### config.mk
export PLATFORM = sky130hd
export DESIGN_NAME = legacy_region_decoder
export DESIGN_NICKNAME = d
export VERILOG_FILES = /design/src/rtl/legacy_map_pkg.sv /design/src/rtl/legacy_map_ctrl.sv /design/src/rtl/legacy_map_dp.sv /design/src/rtl/legacy_region_decoder.sv
export SDC_FILE = /design/constraint.sdc
export NUM_CORES = 1
export LEC_CHECK = 0
export ABC_AREA = 1
export CAP_MARGIN = 5
export CORE_MARGIN = 3
export CORE_UTILIZATION = 26
export CTS_CLUSTER_SIZE = 16
export DETAILED_ROUTE_END_ITERATION = 7
export DONT_BUFFER_PORTS = 1
export SYNTH_ARGS = -nofsm -noshare
export SYNTH_HDL_FRONTEND = slang
export SYNTH_SLANG_ARGS = --single-unit
### constraint.sdc
create_clock -name clk -period 2.1 [get_ports clk]
set_input_delay 0.315 -clock clk [delete_from_list [all_inputs] [get_ports clk]]
set_output_delay 0.315 -clock clk [all_outputs]
set_load 0.005 [all_outputs]
### src/rtl/legacy_map_pkg.sv
package legacy_map_pkg;

  localparam int ATTR_BYTES   = 7;   // offsets ATTR_BASE_OFF .. +6
  localparam int SEG_COUNT    = 12;  // shadow segments
  localparam int SEG_IDX_W    = $clog2(SEG_COUNT);
  localparam int SEG_SHIFT    = 14;  // 16 KB segments
  localparam int CODE_W       = 2;
  localparam int NIBBLE_W     = 4;
  localparam int TOP_FIELD_LSB = 4;
  localparam int PROT_OPEN_BIT = 6;
  localparam int PROT_MODE_BIT = 3;

  localparam logic [7:0] ATTR_BASE_OFF = 8'h59;
  localparam logic [7:0] PROT_OFF      = 8'h72;

  localparam logic [31:0] LOW_BASE    = 32'h000A_0000;
  localparam logic [31:0] SHADOW_BASE = 32'h000C_0000;
  localparam logic [31:0] TOP_BASE    = 32'h000F_0000;
  localparam logic [31:0] WIN_END     = 32'h0010_0000;

  typedef enum logic [1:0] {
    RGN_OUTSIDE,
    RGN_PROT,
    RGN_SHADOW,
    RGN_TOP
  } region_e;

  typedef enum logic [CODE_W-1:0] {
    ATTR_BUS     = 2'd0,
    ATTR_RDONLY  = 2'd1,
    ATTR_WRONLY  = 2'd2,
    ATTR_RW      = 2'd3
  } attr_code_e;

  typedef struct packed {
    logic [ATTR_BYTES-1:0] attrLoad;
    logic                  protLoad;
    region_e               region;
    logic [SEG_IDX_W-1:0]  segIdx;
  } ctrl_strobes_t;

endpackage

### src/rtl/legacy_map_ctrl.sv
module legacy_map_ctrl
  import legacy_map_pkg::*;
#(
  parameter int ADDR_W = 32
) (
  input  logic              cfgWrEn,
  input  logic [7:0]        cfgAddr,
  input  logic [ADDR_W-1:0] accAddr,
  output ctrl_strobes_t     strobes
);

  localparam logic [ADDR_W-1:0] LOW_B    = ADDR_W'(LOW_BASE);
  localparam logic [ADDR_W-1:0] SHADOW_B = ADDR_W'(SHADOW_BASE);
  localparam logic [ADDR_W-1:0] TOP_B    = ADDR_W'(TOP_BASE);
  localparam logic [ADDR_W-1:0] END_B    = ADDR_W'(WIN_END);

  logic [ADDR_W-1:0] shadowOff;
  logic [ADDR_W-1:0] unusedOffBits;

  assign shadowOff     = accAddr - SHADOW_B;
  assign unusedOffBits = shadowOff;

  // Register-port decode: one load strobe per tracked byte
  genvar b;
  generate
    for (b = 0; b < ATTR_BYTES; b++) begin : g_attrDec
      assign strobes.attrLoad[b] = cfgWrEn && (cfgAddr == ATTR_BASE_OFF + 8'(b));
    end
  endgenerate
  assign strobes.protLoad = cfgWrEn && (cfgAddr == PROT_OFF);

  // Access classification
  always_comb begin
    strobes.segIdx = shadowOff[SEG_SHIFT +: SEG_IDX_W];
    if (accAddr < LOW_B || accAddr >= END_B)
      strobes.region = RGN_OUTSIDE;
    else if (accAddr < SHADOW_B)
      strobes.region = RGN_PROT;
    else if (accAddr < TOP_B)
      strobes.region = RGN_SHADOW;
    else
      strobes.region = RGN_TOP;
  end

endmodule

### src/rtl/legacy_map_dp.sv
module legacy_map_dp
  import legacy_map_pkg::*;
(
  input  logic          clk,
  input  logic          rstN,
  input  ctrl_strobes_t strobes,
  input  logic [7:0]    cfgWrData,
  input  logic          smmActive,
  input  logic          accWrite,
  output logic          dramSel,
  output logic          wrBlocked
);

  logic [CODE_W-1:0] topCode;
  logic [CODE_W-1:0] segCode [SEG_COUNT];
  logic              protOpen;
  logic              protModeEn;
  logic [1:0]        unusedData;
  logic [CODE_W-1:0] selCode;

  assign unusedData = {cfgWrData[7], cfgWrData[2]};

  // Top region code
  always_ff @(posedge clk) begin
    if (!rstN)
      topCode <= ATTR_BUS;
    else if (strobes.attrLoad[0])
      topCode <= cfgWrData[TOP_FIELD_LSB +: CODE_W];
  end

  // Shadow segment codes, two per byte
  genvar g;
  generate
    for (g = 0; g < SEG_COUNT; g++) begin : g_seg
      localparam int BYTE_IDX  = 1 + g / 2;
      localparam int FIELD_LSB = (g % 2) * NIBBLE_W;
      always_ff @(posedge clk) begin
        if (!rstN)
          segCode[g] <= ATTR_BUS;
        else if (strobes.attrLoad[BYTE_IDX])
          segCode[g] <= cfgWrData[FIELD_LSB +: CODE_W];
      end
    end
  endgenerate

  // Protected window control (reset value 0x02: both bits clear)
  always_ff @(posedge clk) begin
    if (!rstN) begin
      protOpen   <= 1'b0;
      protModeEn <= 1'b0;
    end else if (strobes.protLoad) begin
      protOpen   <= cfgWrData[PROT_OPEN_BIT];
      protModeEn <= cfgWrData[PROT_MODE_BIT];
    end
  end

  // Lookup
  always_comb begin
    selCode = ATTR_BUS;
    if (strobes.region == RGN_TOP)
      selCode = topCode;
    else if (strobes.region == RGN_SHADOW && strobes.segIdx < SEG_IDX_W'(SEG_COUNT))
      selCode = segCode[strobes.segIdx];
  end

  always_comb begin
    dramSel   = 1'b0;
    wrBlocked = 1'b0;
    unique case (strobes.region)
      RGN_OUTSIDE: dramSel = 1'b1;
      RGN_PROT:    dramSel = protOpen || (protModeEn && smmActive);
      default: begin
        unique case (attr_code_e'(selCode))
          ATTR_RW:     dramSel = 1'b1;
          ATTR_RDONLY: begin
            dramSel   = !accWrite;
            wrBlocked = accWrite;
          end
          ATTR_WRONLY: dramSel = accWrite;
          default:     dramSel = 1'b0;
        endcase
      end
    endcase
  end

endmodule

### src/rtl/legacy_region_decoder.sv
module legacy_region_decoder
  import legacy_map_pkg::*;
#(
  parameter int ADDR_W = 32
) (
  input  logic              clk,
  input  logic              rstN,
  input  logic              cfgWrEn,
  input  logic [7:0]        cfgAddr,
  input  logic [7:0]        cfgWrData,
  input  logic              smmActive,
  input  logic [ADDR_W-1:0] accAddr,
  input  logic              accWrite,
  output logic              dramSel,
  output logic              wrBlocked
);

  ctrl_strobes_t strobes;

  legacy_map_ctrl #(.ADDR_W(ADDR_W)) u_ctrl (
    .cfgWrEn (cfgWrEn),
    .cfgAddr (cfgAddr),
    .accAddr (accAddr),
    .strobes (strobes)
  );

  legacy_map_dp u_dp (
    .clk       (clk),
    .rstN      (rstN),
    .strobes   (strobes),
    .cfgWrData (cfgWrData),
    .smmActive (smmActive),
    .accWrite  (accWrite),
    .dramSel   (dramSel),
    .wrBlocked (wrBlocked)
  );

endmodule

==> results_dict.tcl <==
set metrics [dict create \
    maxCapViolations 0 \
    nets 259 \
    ant_nets 0 \
    clockBufferDepth 2 \
    fin_worst_skew_ns 0 \
    cp_slowest_cell "edfxtp_1" \
    outcome "complete, no violations" \
    hp-start "rstN" \
    post-cts-setup-buffers 0 \
    finalCritPeriodShare_pct 77.1 \
    ys_seq_elements 28 \
    min_period_ns 1.62 \
    cts_hold_buf 0 \
    switching_share_pct 21.4 \
    total_power_mw 1.04 \
    worstMarginPinSlew_ns 0.504 \
    n_fill_cell 617 \
    syn_avg_cell_area_um2 7.78 \
    netSwitchingPower_mw 0.223 \
    antenna_found_initial 0 \
    final_core_util_pct 30.2 \
    crit_path_end_kind "output pin" \
    internal-power_mw 0.818 \
    regToRegStartpoint "u_dp.topCode[0]" \
    p_leak_nw 0.685 \
    path_cells "o21ai_0, nor2_1, nor2_1, nor2_1, nand2_1, nand2_1, nor2_1" \
    clkSinkCount 28 \
    drc 0 \
    fp-row-count 27 \
    final_common_cell "nand2_1" \
    detail_route.vias_per_cell 4.52 \
    gp_congestion 0.823 \
    max_slew_margin_pct 66.1 \
    routedWlPerCell_um 11.8 \
    reg2reg_slack_ns 1.46 \
    min_path_type "in -> reg" \
    p_comb_share_pct 8.1 \
    grt_pass1_vias 1214 \
    max_freq_mhz 618 \
    numCtsBuffers 3 \
    die_y_um 84.3 \
    path_class "reg -> out" \
    vias 1251 \
    min_path_cells 2 \
    stdcell_count 277 \
    power_density_nw_per_um2 605 \
    synthCells 205 \
    first_pass_iters 4 \
    cts_tree "done" \
    rr_worst_depth 2 \
    yosys_warnings 0 \
    cts_resized 0 \
    finalSetupViolCount 0 \
    hpwl_um 2580 \
    rr_endpoint "u_dp.topCode[0]" \
    dieArea_um2 7110 \
    synth_nets 258 \
    p_clk_share_pct 31.4 \
    clk_pin_slew_ns 0.09 \
    holdPathEnd "u_dp.protModeEn" \
    grt_overflow 0 \
    synthDistinctLibCells 20 \
    fp.coreArea_um2 5710 \
    setup_tns_ns 0 \
    grt_max_degree 16 \
    synth_area_um2 1590 \
    area_growth_syn_to_layout_pct 8.01 \
    grt_pass1_wl_um 5490 \
    layout_common_cells "nand2_1, nor2_1, nand3_1" \
    die_x_um 84.3 \
    crit_top_cell "nor2_1" \
    final_hold_viol_count 0 \
    portBuffers 0 \
    clockRootBuffer "clkbuf_8" \
    path_max_fanout 2 \
    ios 55 \
    critPathLaunch "u_dp.segCode[9][1]" \
    initial_core_util_pct 27.9 \
    seq_area_frac_synth_pct 50.2 \
    dp_cells 273 \
    ir_drop_mv 0.270 \
    htree_num_levels 1 \
    diodes 0 \
    slew_violations 0 \
    setup.worst_path.start_class "flop" \
    clk_latency_ns 0.27 \
    dr.first_iter.drc_count 41 \
    grtUsageTotal_pct 9.49 \
    cp_slowest_stage_delay_ns 0.36 \
    finalWirelength_um 3270 \
    drive_above_1_share_pct 9.27 \
    rsz0062_at_grt "false" \
    seqPwrFrac_pct 60.5 \
    required_ns 1.78 \
    arrival_ns 1.30 \
]
## cell families (layout without fill, tap and decap cells)
family                 count (synthesis)  count (layout)  synth area share (%)
DFF                                   28              28                  50.2
and+or+nand+nor                      138             138                  39.5
AOI/OAI and AO/OA                     10              10                  3.30
buffers and inverters                 29              29                  6.99
## synthesized netlist by cell type
cell | n | area (um2)
nand4_1 | 1 | 6.26
inv_2 | 6 | 22.5
nand2_1 | 52 | 195
o21bai_1 | 1 | 7.51
nand3_1 | 25 | 125
edfxtp_1 | 24 | 721
o21ai_0 | 3 | 15.0
nand4_2 | 1 | 12.5
clkbuf_1 | 2 | 7.51
nor4_4 | 2 | 42.5
nand3_2 | 3 | 30.0
buf_2 | 2 | 10.0
nor2_2 | 2 | 12.5
nand3b_2 | 1 | 11.3
inv_1 | 19 | 71.3
o21ai_1 | 2 | 10.0
nor4_1 | 1 | 6.26
dfxtp_1 | 4 | 80.1
a21oi_1 | 4 | 20.0
nor2_1 | 50 | 188
## worst max-delay path by stage
stage | end | slack [ns] | cells past startpoint
2_1_floorplan | u_dp.segCode[4][0] | 0.60 | 6
3_3_place_gp | u_dp.segCode[4][0] | 0.50 | 6
3_5_place_dp | u_dp.segCode[4][1] | 0.44 | 6
4_1_cts | wrBlocked | 0.45 | 7
5_1_grt | wrBlocked | 0.26 | 9
6_report | wrBlocked | 0.48 | 7
## sequential cells by signal, summed over array words and instances (netlist names)
| signal | flops |
|---|---|
| u_dp.protModeEn | 1 |
| u_dp.protOpen | 1 |
| u_dp.segCode | 24 |
| u_dp.topCode | 2 |
## per-stage QoR
stage	instance area [um2]	setup slack, ns	hold slack [ns]
5_1_grt	1720	0.260	0.181
2_1_floorplan	1590	0.603	0.439
4_1_cts	1720	0.447	0.168
3_3_place_gp	1670	0.497	0.456
6_report	1720	0.481	0.169
3_5_place_dp	1670	0.441	0.465
## critical path: cells and delay by family (launching register included)
family	cells	cell delay, ns
DFF	1	0.36
and+or+nand+nor	6	0.49
AOI/OAI and AO/OA	1	0.19
## cell type report
| class | instances | area, um2 | share of cell area (%) |
|---|---|---|---|
| sequential | 28 | 801 | 46.5 |
| clock buffer | 4 | 55.1 | 3.20 |
| tap | 72 | 90.1 | 5.23 |
| inverter | 25 | 93.8 | 5.45 |
| multi-input combinational | 148 | 682 | 39.6 |
## power groups by stage
stage	Clock, mW	Sequential, mW	Combinational [mW]
floorplan	0	0.642	0.0743
global route	0.357	0.633	0.0974
detailed placement	0	0.644	0.0845
global placement	0	0.643	0.0838
CTS	0.328	0.631	0.0850
finish	0.327	0.631	0.0839
## metal layers
metal	track usage (%)	part of all wire, %	vias up
li1	-	-	664
met1	12.4	46	531
met2	15.9	44	49
met3	1.96	8.1	7
met4	2.78	1.4	0
met5	0	0	-
Note: power is estimated with default switching activity, not from simulation.
